--- src/rtl/spi_host_pkg.sv ---
package spi_host_pkg;
  localparam int WORD_W = 32;
  localparam int LEN_W  = 6;

  localparam int REG_MODE  = 0;
  localparam int REG_EVENT = 1;
  localparam int REG_MASK  = 2;
  localparam int REG_CMD   = 3;
  localparam int REG_TX    = 4;
  localparam int REG_RX    = 5;

  localparam int MODE_LOOP_BIT = 30;
  localparam int MODE_MSB_BIT  = 26;
  localparam int MODE_MSTR_BIT = 25;
  localparam int MODE_EN_BIT   = 24;
  localparam int MODE_LEN_LSB  = 20;
  localparam int MODE_PRE_LSB  = 16;

  localparam int EV_RXNE_BIT = 9;
  localparam int EV_TXNF_BIT = 8;

  // Character length in bits from the 4-bit length code.
  function automatic logic [LEN_W-1:0] char_bits(input logic [3:0] code);
    if (code == 4'd0)      return LEN_W'(32);
    else if (code < 4'd3)  return LEN_W'(4);
    else                   return {2'b00, code} + LEN_W'(1);
  endfunction

  // Mask covering the low n bits of a word.
  function automatic logic [WORD_W-1:0] len_mask(input logic [LEN_W-1:0] n);
    if (n >= LEN_W'(WORD_W)) return '1;
    else return (WORD_W'(1) << n) - WORD_W'(1);
  endfunction

  // Position within the word of the k-th bit on the wire.
  function automatic logic [4:0] bit_index(input logic [LEN_W-1:0] k,
                                           input logic [LEN_W-1:0] n,
                                           input logic msb_first);
    logic [LEN_W-1:0] t;
    t = msb_first ? (n - LEN_W'(1) - k) : k;
    return t[4:0];
  endfunction
endpackage

--- src/rtl/spi_host_clkdiv.sv ---
module spi_host_clkdiv #(
  parameter int PRESC_W = 4
) (
  input  logic               clk,
  input  logic               rst_n,
  input  logic               run,
  input  logic [PRESC_W-1:0] presc,
  output logic               tick
);
  localparam int CNT_W = PRESC_W + 1;

  logic [CNT_W-1:0] cnt_q;
  logic [CNT_W-1:0] limit;

  // Half period is 2*(presc+1) cycles, so the terminal count is {presc,1}.
  assign limit = {presc, 1'b1};
  assign tick  = run && (cnt_q == limit);

  always_ff @(posedge clk or negedge rst_n) begin
    if (!rst_n)        cnt_q <= '0;
    else if (!run)     cnt_q <= '0;
    else if (tick)     cnt_q <= '0;
    else               cnt_q <= cnt_q + CNT_W'(1);
  end
endmodule

--- src/rtl/spi_host_shifter.sv ---
module spi_host_shifter
  import spi_host_pkg::*;
(
  input  logic              clk,
  input  logic              rst_n,
  input  logic              start,
  input  logic [LEN_W-1:0]  len_bits,
  input  logic              msb_first,
  input  logic              loopback,
  input  logic [WORD_W-1:0] tx_word,
  input  logic              miso,
  input  logic              tick,
  output logic              busy,
  output logic              sck,
  output logic              mosi,
  output logic              done,
  output logic [WORD_W-1:0] rx_word
);
  logic [WORD_W-1:0] txd_q, rxd_q;
  logic [LEN_W-1:0]  k_q, nb_q;
  logic              msb_q, lp_q, busy_q, sck_q;
  logic [4:0]        idx;
  logic              rx_bit;
  logic              last_bit;

  assign idx      = bit_index(k_q, nb_q, msb_q);
  assign mosi     = busy_q & txd_q[idx];
  assign rx_bit   = lp_q ? txd_q[idx] : miso;
  assign last_bit = (k_q == nb_q - LEN_W'(1));
  assign done     = busy_q & tick & sck_q & last_bit;
  assign busy     = busy_q;
  assign sck      = sck_q;
  assign rx_word  = rxd_q;

  always_ff @(posedge clk or negedge rst_n) begin
    if (!rst_n) begin
      txd_q  <= '0;
      rxd_q  <= '0;
      k_q    <= '0;
      nb_q   <= LEN_W'(32);
      msb_q  <= 1'b0;
      lp_q   <= 1'b0;
      busy_q <= 1'b0;
      sck_q  <= 1'b0;
    end else if (start && !busy_q) begin
      txd_q  <= tx_word & len_mask(len_bits);
      rxd_q  <= '0;
      k_q    <= '0;
      nb_q   <= len_bits;
      msb_q  <= msb_first;
      lp_q   <= loopback;
      busy_q <= 1'b1;
      sck_q  <= 1'b0;
    end else if (busy_q && tick) begin
      if (!sck_q) begin
        sck_q      <= 1'b1;
        rxd_q[idx] <= rx_bit;
      end else begin
        sck_q <= 1'b0;
        if (last_bit) busy_q <= 1'b0;
        else          k_q    <= k_q + LEN_W'(1);
      end
    end
  end
endmodule

--- src/rtl/spi_host_regs.sv ---
module spi_host_regs
  import spi_host_pkg::*;
#(
  parameter int ADDR_W  = 3,
  parameter int PRESC_W = 4
) (
  input  logic               clk,
  input  logic               rst_n,
  input  logic               sel,
  input  logic               wr,
  input  logic [ADDR_W-1:0]  addr,
  input  logic [WORD_W-1:0]  wdata,
  output logic [WORD_W-1:0]  rdata,
  input  logic               busy,
  input  logic               done,
  input  logic [WORD_W-1:0]  rx_word,
  output logic               start,
  output logic               ev_clear,
  output logic               rxne,
  output logic               txnf,
  output logic [WORD_W-1:0]  mask,
  output logic               irq,
  output logic [WORD_W-1:0]  tx_word,
  output logic [LEN_W-1:0]   len_bits,
  output logic               msb_first,
  output logic               loopback,
  output logic [PRESC_W-1:0] presc
);
  logic [WORD_W-1:0] mode_q, mask_q, cmd_q, tx_q, rx_q;
  logic              rxne_q;
  logic [WORD_W-1:0] event_w;
  logic              wr_en;

  assign wr_en = sel & wr;

  function automatic logic hit(input logic [ADDR_W-1:0] a, input int idx);
    return a == ADDR_W'(idx);
  endfunction

  assign start = wr_en && hit(addr, REG_TX) && mode_q[MODE_EN_BIT]
                 && mode_q[MODE_MSTR_BIT] && !busy;
  assign ev_clear = wr_en && hit(addr, REG_EVENT) && wdata[EV_RXNE_BIT];

  assign txnf = !busy;
  assign rxne = rxne_q;
  assign mask = mask_q;

  always_comb begin
    event_w = '0;
    event_w[EV_RXNE_BIT] = rxne_q;
    event_w[EV_TXNF_BIT] = txnf;
  end

  assign irq = |(event_w & mask_q);

  assign tx_word   = wdata;
  assign len_bits  = char_bits(mode_q[MODE_LEN_LSB +: 4]);
  assign msb_first = mode_q[MODE_MSB_BIT];
  assign loopback  = mode_q[MODE_LOOP_BIT];
  assign presc     = mode_q[MODE_PRE_LSB +: PRESC_W];

  always_ff @(posedge clk or negedge rst_n) begin
    if (!rst_n) begin
      mode_q <= '0;
      mask_q <= '0;
      cmd_q  <= '0;
      tx_q   <= '0;
      rx_q   <= '0;
      rxne_q <= 1'b0;
    end else begin
      if (wr_en && hit(addr, REG_MODE)) mode_q <= wdata;
      if (wr_en && hit(addr, REG_MASK)) mask_q <= wdata;
      if (wr_en && hit(addr, REG_CMD))  cmd_q  <= wdata;
      if (start)                        tx_q   <= wdata;
      if (done)                         rx_q   <= rx_word;
      if (done)          rxne_q <= 1'b1;
      else if (ev_clear) rxne_q <= 1'b0;
    end
  end

  always_comb begin
    rdata = '0;
    if (hit(addr, REG_MODE))       rdata = mode_q;
    else if (hit(addr, REG_EVENT)) rdata = event_w;
    else if (hit(addr, REG_MASK))  rdata = mask_q;
    else if (hit(addr, REG_CMD))   rdata = cmd_q;
    else if (hit(addr, REG_TX))    rdata = tx_q;
    else if (hit(addr, REG_RX))    rdata = rx_q;
  end
endmodule

--- src/rtl/spi_host_ctrl.sv ---
module spi_host_ctrl
  import spi_host_pkg::*;
#(
  parameter int ADDR_W  = 3,
  parameter int PRESC_W = 4
) (
  input  logic              clk,
  input  logic              rst_n,
  input  logic              bus_sel,
  input  logic              bus_wr,
  input  logic [ADDR_W-1:0] bus_addr,
  input  logic [31:0]       bus_wdata,
  output logic [31:0]       bus_rdata,
  output logic              irq,
  output logic              sck,
  output logic              mosi,
  input  logic              miso
);
  logic               start_w, done_w, tick_w, busy_w;
  logic               ev_clear_w, rxne_w, txnf_w;
  logic [WORD_W-1:0]  mask_w, tx_word_w, rx_word_w;
  logic [LEN_W-1:0]   len_w;
  logic               msb_w, loop_w;
  logic [PRESC_W-1:0] presc_w;

  spi_host_regs #(.ADDR_W(ADDR_W), .PRESC_W(PRESC_W)) u_regs (
    .clk(clk), .rst_n(rst_n), .sel(bus_sel), .wr(bus_wr), .addr(bus_addr),
    .wdata(bus_wdata), .rdata(bus_rdata), .busy(busy_w), .done(done_w),
    .rx_word(rx_word_w), .start(start_w), .ev_clear(ev_clear_w),
    .rxne(rxne_w), .txnf(txnf_w), .mask(mask_w), .irq(irq),
    .tx_word(tx_word_w), .len_bits(len_w), .msb_first(msb_w),
    .loopback(loop_w), .presc(presc_w)
  );

  spi_host_clkdiv #(.PRESC_W(PRESC_W)) u_div (
    .clk(clk), .rst_n(rst_n), .run(busy_w), .presc(presc_w), .tick(tick_w)
  );

  spi_host_shifter u_shift (
    .clk(clk), .rst_n(rst_n), .start(start_w), .len_bits(len_w),
    .msb_first(msb_w), .loopback(loop_w), .tx_word(tx_word_w), .miso(miso),
    .tick(tick_w), .busy(busy_w), .sck(sck), .mosi(mosi), .done(done_w),
    .rx_word(rx_word_w)
  );
endmodule

--- config.mk ---
export PLATFORM = sky130hd
export DESIGN_NAME = spi_host_ctrl
export DESIGN_NICKNAME = d
export VERILOG_FILES = /design/src/rtl/spi_host_pkg.sv /design/src/rtl/spi_host_clkdiv.sv /design/src/rtl/spi_host_shifter.sv /design/src/rtl/spi_host_regs.sv /design/src/rtl/spi_host_ctrl.sv
export SDC_FILE = /design/constraint.sdc
export NUM_CORES = 1
export LEC_CHECK = 0
export ABC_CLOCK_PERIOD_IN_PS = 8000
export BUFFER_PORTS_ARGS = -buffer_cell sky130_fd_sc_hd__buf_2
export CORE_MARGIN = 4
export CORE_UTILIZATION = 46
export DETAILED_ROUTE_END_ITERATION = 10
export GPL_TIMING_DRIVEN = 0
export SKIP_CTS_REPAIR_TIMING = 1
export SYNTH_ARGS = -nofsm -noshare
export SYNTH_HDL_FRONTEND = slang
export SYNTH_SLANG_ARGS = --single-unit
--- constraint.sdc ---
create_clock -name clk -period 8 [get_ports clk]
set_clock_uncertainty 0.05 [all_clocks]
set_input_delay 0.4 -clock clk [delete_from_list [all_inputs] [get_ports clk]]
set_output_delay 0.4 -clock clk [all_outputs]
set_load 0.02 [all_outputs]
==> impl_metrics.py, run 1 <==
metrics = {
    "grt": {
        "grt_max_degree": 100,
        "grt_use_total_pct": 24.08,
        "first_global_vias": 9069,
        "grt_pass1_wl_um": 54050,
        "gr-total-overflow": 0,
        "antenna_found_initial": 0,
    },
    "routing": {
        "firstDrtPassIters": 5,
        "wl_per_cell_um": 22.14,
        "vias": 9035,
        "drtIter0Drc": 676,
        "totalWireLength_um": 35030,
        "via_per_inst": 5.711,
        "antenna_left": 0,
        "drcViolationCount": 0,
    },
    "cells_and_area": {
        "final_nets": 1280,
        "final_common_cell": "dfrtp_1",
        "layout_common_cells": "dfrtp_1, nand2_1, mux2_2",
        "final_cells": 1582,
        "area_growth_pct": 14.72,
        "drive_above_1_share_pct": 24.72,
    },
    "job": {
        "cap_viol_max_count": 0,
    },
    "synthesis": {
        "synthTopCellsByArea": "dfrtp_1, mux2_2, nand2_1, mux2i_1, nor2_1",
        "synth_nets": 1172,
        "synth_top_cell_by_area": "dfrtp_1",
        "yosysSeqAreaShare_pct": 50.48,
        "synth_area_sq_um": 12200,
        "yosysWarnings": 0,
        "synthFlopType": "dfrtp_1",
        "ys_ff_latch": 246,
        "synth_cells": 1121,
        "postSynthAreaPerCell_sq_um": 10.88,
        "synth_async_sr_flop_share_pct": 100.0,
        "netlist.area_leader.share_pct": 50.27,
        "yosysUniqueCellTypes": 66,
        "synth_edf_count": 0,
    },
    "timing": {
        "slew_headroom_pct": 13.19,
        "whs_ps": 70.53,
        "fin_crit_sh_pct": 54.98,
        "setup_ws_ps": 3602,
        "tightest_slew_ps": 1292,
        "hold_viol": 0,
        "setup-violations-final": 0,
        "finalSetupTns_ps": 0,
        "drv_slew": 0,
        "fin_crit_ps": 4398,
        "fmaxAchievable_mhz": 227.4,
        "grt_setup_unrepaired": "no",
    },
    "placed_design": {
        "gp_congestion": 0.9026,
        "pre_cts_ws_ps": 4214,
        "hpwl_um": 25250,
        "dp_cells": 1533,
        "numPortBuffers": 73,
    },
    "cts": {
        "clockRootBuffer": "clkbuf_16",
        "cts_tree": "built",
        "clock_path_buffers": 3,
        "numCtsBuffers": 28,
        "htree_levels": 1,
        "cts.clk_slew.worst_paths_ps": 60,
        "clk_latency_ps": 530,
        "cts.sinks": 246,
    },
    "die": {
        "core_area_sq_um": 26060,
        "die_h_um": 170.8,
        "dieArea_sq_um": 29180,
        "fp-row-count": 59,
        "ios": 75,
        "die_w_um": 170.8,
        "start_util_pct": 46.80,
    },
    "pwr": {
        "p_leak_nw": 6.576,
        "peakVddDrop_mv": 0.1562,
        "power_density_nw_per_um2": 282.9,
    },
    "run_status": {
        "status": "completed",
    },
    "worst_setup_path": {
        "critPathCaptureType": "primary output",
        "crit_required_ps": 7550,
        "crit_arrival_ps": 3950,
        "cp_max_fo": 10,
        "critPathLaunchType": "flop",
        "reg2reg_depth": 13,
        "path_class": "reg2out",
    },
    "hold_path": {
        "hold_class": "in2reg",
        "hold_depth": 3,
    },
}
==> synth_stat cells, drive strengths merged, types with 5 or more instances <==
master and number:
a21o 5, a21oi 40, a22o 5, buf 22, clkbuf 46, dfrtp 245, ha 10, inv 18
mux2 128, mux2i 75, mux4 9, nand2 187, nand2b 6, nand3 51, nor2 77, nor3 14
o21ai 60, o22ai 32, xnor2 14, xor2 15
==> stage by stage <==
step | power [mW] | utilization [%] | cell area (sq um)
after global placement | 2.676 | 49.82 | 12980
after detailed placement | 2.706 | 50.17 | 13070
after floorplan | 2.374 | - | 12200
after global routing | 4.163 | 53.69 | 13990
after CTS | 3.980 | 53.65 | 13980
final | 3.959 | 53.69 | 13990
==> registers in the layout (all words and copies together) (netlist names) <==
register         cells
u_shift.rx_word     32
u_shift.txd_q       32
u_shift.k_q          6
u_shift.sck          1
u_shift.nb_q         6
u_regs.mask         32
u_regs.tx_q         32
u_shift.lp_q         1
u_regs.mode_q       32
u_shift.busy         1
u_shift.msb_q        1
u_regs.rx_q         32
u_div.cnt_q          5
u_regs.rxne          1
u_regs.cmd_q        32
==> area by class of cell <==
| type | count | area (sq um) |
|---|---|---|
| inverter | 18 | 67.56 |
| sequential | 246 | 6157 |
| timing repair buffer | 78 | 455.4 |
| antenna | 1 | 2.502 |
| fill | 2351 | 12070 |
| tap | 335 | 419.2 |
| multi-input combinational | 789 | 5688 |
| clock buffer | 41 | 820.8 |
| clock inverter | 6 | 85.08 |
| buffer | 68 | 296.5 |
==> logic make-up after synthesis <==
| logic type | after synthesis | share of synthesized area, % |
|---|---|---|
| flops | 246 | 50.48 |
| fa+ha+maj | 11 | 1.190 |
| xor+xnor | 29 | 2.083 |
| simple gates | 372 | 13.47 |
| compound gates | 165 | 9.048 |
| buf+inv | 86 | 2.985 |
| mux | 212 | 20.74 |
==> metal layers <==
metal | GRT usage, % | part of all wire [%] | vias to the layer above
li1 | - | - | 4156
met1 | 34.93 | 45 | 4594
met2 | 38.77 | 47 | 236
met3 | 3.165 | 4.9 | 49
met4 | 6.028 | 2.6 | 0
met5 | 0 | 0 | -
==> report_power, final <==
part	leakage [nW]	total, mW	internal, mW	switching (mW)
Sequential	3.16	1.68	1.51	0.178
Combinational	2.98	1.01	0.440	0.567
Clock	0.438	1.27	0.768	0.501
==> critical path, stage by stage (launching register included) <==
cell,delay (ps)
dfrtp_1,400
inv_1,70
ha_1,280
inv_1,100
fa_1,430
mux2i_1,400
buf_2,350
mux4_2,270
nor2_1,40
mux2_2,280
a211oi_2,360
and3_1,240
buf_2,170
==> path summary, 6_finish.rpt <==
check                            startpoint                  end  slack, ps
max reg2reg                 u_shift.nb_q[0]  u_shift.rx_word[10]       4220
max                         u_shift.nb_q[0]                 mosi       3600
min reg2reg                u_shift.txd_q[1]     u_shift.txd_q[1]        420
min in group asynchronous             rst_n       u_regs.tx_q[1]        360
max in group asynchronous             rst_n    u_regs.mode_q[19]       6260
min                           bus_wdata[29]      u_regs.tx_q[29]         70
(Power assumes the default switching activity.)
==> run 2, diff against run 1 <==
--- a/config.mk
+++ b/config.mk
@@ -5,7 +5,7 @@
 export SDC_FILE = /design/constraint.sdc
 export NUM_CORES = 1
 export LEC_CHECK = 0
-export ABC_CLOCK_PERIOD_IN_PS = 8000
+export ABC_CLOCK_PERIOD_IN_PS = 4400
 export BUFFER_PORTS_ARGS = -buffer_cell sky130_fd_sc_hd__buf_2
 export CORE_MARGIN = 4
 export CORE_UTILIZATION = 46
==> constraint.sdc (replaced) <==
create_clock -name clk -period 4.4 [get_ports clk]
set_clock_uncertainty 0.05 [all_clocks]
set_input_delay 0.22 -clock clk [delete_from_list [all_inputs] [get_ports clk]]
set_output_delay 0.22 -clock clk [all_outputs]
set_load 0.02 [all_outputs]
==> impl_metrics.py, run 2 (synthesis results as in run 1) <==
metrics = {
    "run_status": {
        "status": "completed",
    },
    "placed_design": {
        "pre_cts_ws_ps": 708.5,
        "hpwl_um": 25250,
        "place_area_sq_um": 13070,
        "gp_congestion": 0.9026,
        "numPortBuffers": 73,
    },
    "grt": {
        "gr-total-overflow": 0,
        "grt_pass1_wl_um": 54050,
        "grt_max_degree": 100,
        "antenna_found_initial": 0,
        "grt_use_total_pct": 24.08,
        "first_global_vias": 9069,
    },
    "die": {
        "start_util_pct": 46.80,
        "die_h_um": 170.8,
        "dieArea_sq_um": 29180,
        "core_area_sq_um": 26060,
        "die_w_um": 170.8,
        "fp-row-count": 59,
        "ios": 75,
    },
    "worst_setup_path": {
        "crit_path_top_delay_cell": "fa_1",
        "crit_chain": "inv_1 -> ha_1 -> inv_1 -> fa_1 -> mux2i_1 -> buf_2 -> mux4_2 -> nor2_1 -> mux2_2 -> a211oi_2 -> and3_1 -> buf_2",
        "crit_required_ps": 4130,
        "crit_arrival_ps": 3920,
        "critPathLaunchType": "flop",
        "cp_max_fo": 10,
        "cp_slowest_stage_delay_ps": 430,
        "path_class": "reg2out",
        "critPathCaptureType": "primary output",
    },
    "pwr": {
        "combPwrFrac_pct": 25.7,
        "p_leak_nw": 6.709,
        "power_density_nw_per_um2": 504.3,
        "clockPowerShare_pct": 31.9,
        "p_switching_mw": 2.267,
        "seq_power_share_pct": 42.4,
        "netSwitchingFraction_pct": 31.41,
        "peakVddDrop_mv": 0.2862,
        "p_int_mw": 4.951,
    },
    "cells_and_area": {
        "fillers": 2317,
        "final_area_sq_um": 14310,
        "final_nets": 1312,
        "drive_above_1_share_pct": 24.10,
        "layout_common_cells": "dfrtp_1, nand2_1, mux2_2",
        "area_growth_pct": 17.35,
        "final_common_cell": "dfrtp_1",
    },
    "cts": {
        "cts_tree": "built",
        "htree_levels": 1,
        "clock_path_buffers": 3,
        "clockRootBuffer": "clkbuf_16",
        "cts.sinks": 246,
        "numCtsBuffers": 28,
        "cts.clk_slew.worst_paths_ps": 60,
        "clk_latency_ps": 530,
    },
    "timing": {
        "grt_setup_unrepaired": "no",
        "fin_crit_ps": 4194,
        "tightest_slew_ps": 1278,
        "drv_slew": 0,
        "slew_headroom_pct": 14.15,
        "whs_ps": 179.0,
        "fin_crit_sh_pct": 95.32,
        "fmaxAchievable_mhz": 238.4,
        "setup-violations-final": 0,
        "hold_viol": 0,
        "setup_ws_ps": 206.1,
    },
    "routing": {
        "routed.top_layer": "met4",
        "antenna_left": 0,
        "via_per_inst": 5.669,
        "met2_length_um": 16550,
        "wl_met1_um": 16080,
        "vias": 9149,
        "drtIter0Drc": 720,
        "wl_per_cell_um": 21.85,
        "drcViolationCount": 0,
        "firstDrtPassIters": 5,
        "totalWireLength_um": 35270,
        "met3_length_um": 1744,
    },
    "hold_path": {
        "hold_class": "in2async",
    },
    "job": {
        "cap_viol_max_count": 0,
    },
}
run 2: cell count changes in the layout (fill, tap and decap cells not counted):
cell	previous run	this run
dlygate4sd3_1	1	33
run 2: layer usage:
layer,vias up,track usage [%]
met2,235,38.77
met1,4646,34.93
met4,0,6.028
li1,4219,-
met5,-,0
met3,49,3.165
run 2: stage by stage:
step	util (%)	cells	power, mW	setup TNS (ps)
floorplan	-	1121	4.317	0
global placement	49.82	1529	4.866	-383170
detailed placement	50.17	1533	4.919	0
CTS	53.65	1580	7.236	0
global route	54.91	1613	7.593	0
finish	54.92	1614	7.219	0
run 2: worst paths after layout:
path / endpoint / slack [ps] / start / depth (start not counted)
max: mosi / 210 / u_shift.nb_q[0] / 12
max in group asynchronous: u_regs.tx_q[18] / 2840 / rst_n / 4
min: u_regs.tx_q[1] / 180 / rst_n / 2
max reg2reg: u_shift.txd_q[30] / 630 / u_regs.mode_q[20] / 14
min in group clk: u_regs.rxne / 180 / bus_addr[2] / 5
min reg2reg: u_shift.txd_q[1] / 420 / u_shift.txd_q[1] / 2
run 2: power groups by stage:
stage                     logic, mW  clock network [mW]  registers [mW]
final                          1.85                2.30            3.06
after global routing           2.04                2.44            3.12
after CTS                      1.83                2.34            3.06
after detailed placement       1.82                   0            3.10
after global placement         1.78                   0            3.08
after floorplan                1.34                   0            2.98
run 2: layout make-up:
| cell class | count | area, sq um | share of cell area, % |
|---|---|---|---|
| inverter | 18 | 67.56 | 0.4721 |
| multi-input combinational | 789 | 5688 | 39.74 |
| buffer | 68 | 296.5 | 2.072 |
| antenna | 1 | 2.502 | 0.01748 |
| clock inverter | 6 | 85.08 | 0.5945 |
| sequential | 246 | 6157 | 43.02 |
| clock buffer | 41 | 820.8 | 5.735 |
| tap | 335 | 419.2 | 2.929 |
| timing repair buffer | 110 | 775.7 | 5.420 |
run 2: critical path, delay by kind of cell, from the launching register on:
family | cells | cell delay [ps]
simple gates | 2 | 290
buf+inv | 4 | 700
fa+ha+maj | 2 | 710
flops | 1 | 400
mux | 3 | 930
compound gates | 1 | 360
==> run 3, diff against run 2 <==
--- a/config.mk
+++ b/config.mk
@@ -7,10 +7,13 @@
 export LEC_CHECK = 0
 export ABC_CLOCK_PERIOD_IN_PS = 4400
 export BUFFER_PORTS_ARGS = -buffer_cell sky130_fd_sc_hd__buf_2
+export CELL_PAD_IN_SITES_DETAIL_PLACEMENT = 2
+export CELL_PAD_IN_SITES_GLOBAL_PLACEMENT = 2
 export CORE_MARGIN = 4
-export CORE_UTILIZATION = 46
+export CORE_UTILIZATION = 41
 export DETAILED_ROUTE_END_ITERATION = 10
 export GPL_TIMING_DRIVEN = 0
+export PLACE_DENSITY_LB_ADDON = 0.1
 export SKIP_CTS_REPAIR_TIMING = 1
 export SYNTH_ARGS = -nofsm -noshare
 export SYNTH_HDL_FRONTEND = slang
==> impl_metrics.py, run 3 (synthesis results as in run 1) <==
metrics = {
    "cells_and_area": {
        "drive_above_1_share_pct": 23.85,
        "final_nets": 1312,
        "final_common_cell": "dfrtp_1",
        "final_cells": 1664,
        "fillers": 3009,
        "area_growth_pct": 17.38,
        "layout_common_cells": "dfrtp_1, nand2_1, mux2_2",
        "fin_util_pct": 49.34,
    },
    "pwr": {
        "p_leak_nw": 6.687,
        "p_int_mw": 4.849,
        "combPwrFrac_pct": 26.9,
        "seq_power_share_pct": 42.3,
        "total_power_mw": 7.318,
        "clockPowerShare_pct": 30.9,
        "peakVddDrop_mv": 0.2474,
        "p_switching_mw": 2.469,
        "netSwitchingFraction_pct": 33.73,
        "power_density_nw_per_um2": 511.1,
    },
    "worst_setup_path": {
        "crit_chain": "inv_1 -> ha_1 -> inv_1 -> fa_1 -> mux2i_1 -> buf_2 -> mux4_2 -> nor2_1 -> mux2_2 -> a211oi_2 -> and3_1 -> buf_2",
        "crit_required_ps": 4130,
        "cp_slowest_stage_delay_ps": 420,
        "cp_max_fo": 10,
        "critPathLaunchType": "flop",
        "crit_arrival_ps": 3940,
        "critPathCaptureType": "primary output",
        "crit_path_top_delay_cell": "fa_1",
        "path_class": "reg2out",
    },
    "placed_design": {
        "gp_congestion": 0.8510,
        "hpwl_um": 31110,
        "numPortBuffers": 73,
        "dp_cells": 1582,
        "pre_cts_ws_ps": 504.3,
    },
    "timing": {
        "whs_ps": 0.8717,
        "fin_crit_ps": 4210,
        "fin_crit_sh_pct": 95.69,
        "tightest_slew_ps": 1073,
        "grt_setup_unrepaired": "no",
        "hold_viol": 0,
        "setup-violations-final": 0,
        "slew_headroom_pct": 28.49,
        "setup_ws_ps": 189.5,
        "drv_slew": 0,
        "fmaxAchievable_mhz": 237.5,
    },
    "grt": {
        "grt_use_total_pct": 26.15,
        "grt_pass1_wl_um": 66040,
        "grt_max_degree": 114,
        "antenna_found_initial": 0,
        "first_global_vias": 10580,
        "gr-total-overflow": 0,
    },
    "die": {
        "die_h_um": 180.5,
        "ios": 75,
        "fp-row-count": 62,
        "die_w_um": 180.5,
        "dieArea_sq_um": 32570,
        "core_area_sq_um": 29010,
        "start_util_pct": 42.04,
    },
    "routing": {
        "antenna_left": 0,
        "firstDrtPassIters": 4,
        "vias": 9546,
        "drcViolationCount": 0,
        "totalWireLength_um": 45050,
        "via_per_inst": 5.737,
        "drtIter0Drc": 594,
        "wl_per_cell_um": 27.07,
    },
    "cts": {
        "clock_path_buffers": 3,
        "cts.sinks": 246,
        "cts.clk_slew.worst_paths_ps": 60,
        "clockRootBuffer": "clkbuf_16",
        "clk_latency_ps": 560,
        "cts_tree": "built",
        "numCtsBuffers": 29,
        "htree_levels": 1,
    },
    "job": {
        "cap_viol_max_count": 0,
    },
    "hold_path": {
        "hold_class": "in2reg",
    },
    "run_status": {
        "status": "completed",
    },
}
==> run 3: layer usage <==
metal,wire length (um),track usage (%),vias to the layer above,part of all wire [%]
li1,-,-,4215,-
met1,20070,34.86,5097,45
met2,22340,45.18,162,50
met3,1114,3.189,72,2.5
met4,1532,7.350,0,3.4
met5,0,0,-,0
==> run 3: final timing paths <==
check / depth (start not counted) / from / slack, ps / endpoint
hold / removal: 3 / bus_wdata[9] / 0.9 / u_regs.tx_q[9]
min in group asynchronous: 2 / rst_n / 80 / u_regs.mask[0]
hold reg to reg: 2 / u_regs.tx_q[17] / 430 / u_regs.tx_q[17]
max in group asynchronous: 3 / rst_n / 3280 / u_regs.rx_q[21]
setup / recovery: 12 / u_shift.nb_q[0] / 190 / mosi
setup reg to reg: 14 / u_regs.mode_q[20] / 470 / u_shift.txd_q[30]
==> run 3: critical path: cells and delay by family (launching register included) <==
family	cells	cell delay, ps
adders and majority gates	2	710
AOI/OAI and AO/OA	1	330
muxes	3	950
buffers and inverters	4	730
and+or+nand+nor	2	280
DFF	1	390
==> run 3: through the flow <==
| stage | area [sq um] | setup TNS, ps |
|---|---|---|
| global placement | 13040 | -394110 |
| finish | 14320 | 0 |
| floorplan | 12200 | 0 |
| detailed placement | 13140 | 0 |
| global route | 14310 | 0 |
| CTS | 13990 | 0 |
==> run 3: final cells by class <==
type                            count  area, sq um  share of cell area (%)
Sequential cell                   246         6157                   43.01
Multi-Input combinational cell    789         5688                   39.73
Clock buffer                       46        839.6                   5.864
Timing Repair Buffer              109        765.7                   5.349
Tap cell                          384        480.5                   3.356
Buffer                             68        296.5                   2.071
Inverter                           18        67.56                  0.4719
Clock inverter                      3        18.77                  0.1311
Antenna cell                        1        2.502                 0.01748
==> run 3: power by group through the flow <==
stage                     Combinational, mW  Sequential, mW  Clock (mW)
after detailed placement               1.92            3.11           0
final                                  1.97            3.09        2.26
after global routing                   2.14            3.14        2.40
after global placement                 1.83            3.09           0
after CTS                              1.94            3.08        2.30
after floorplan                        1.34            2.98           0
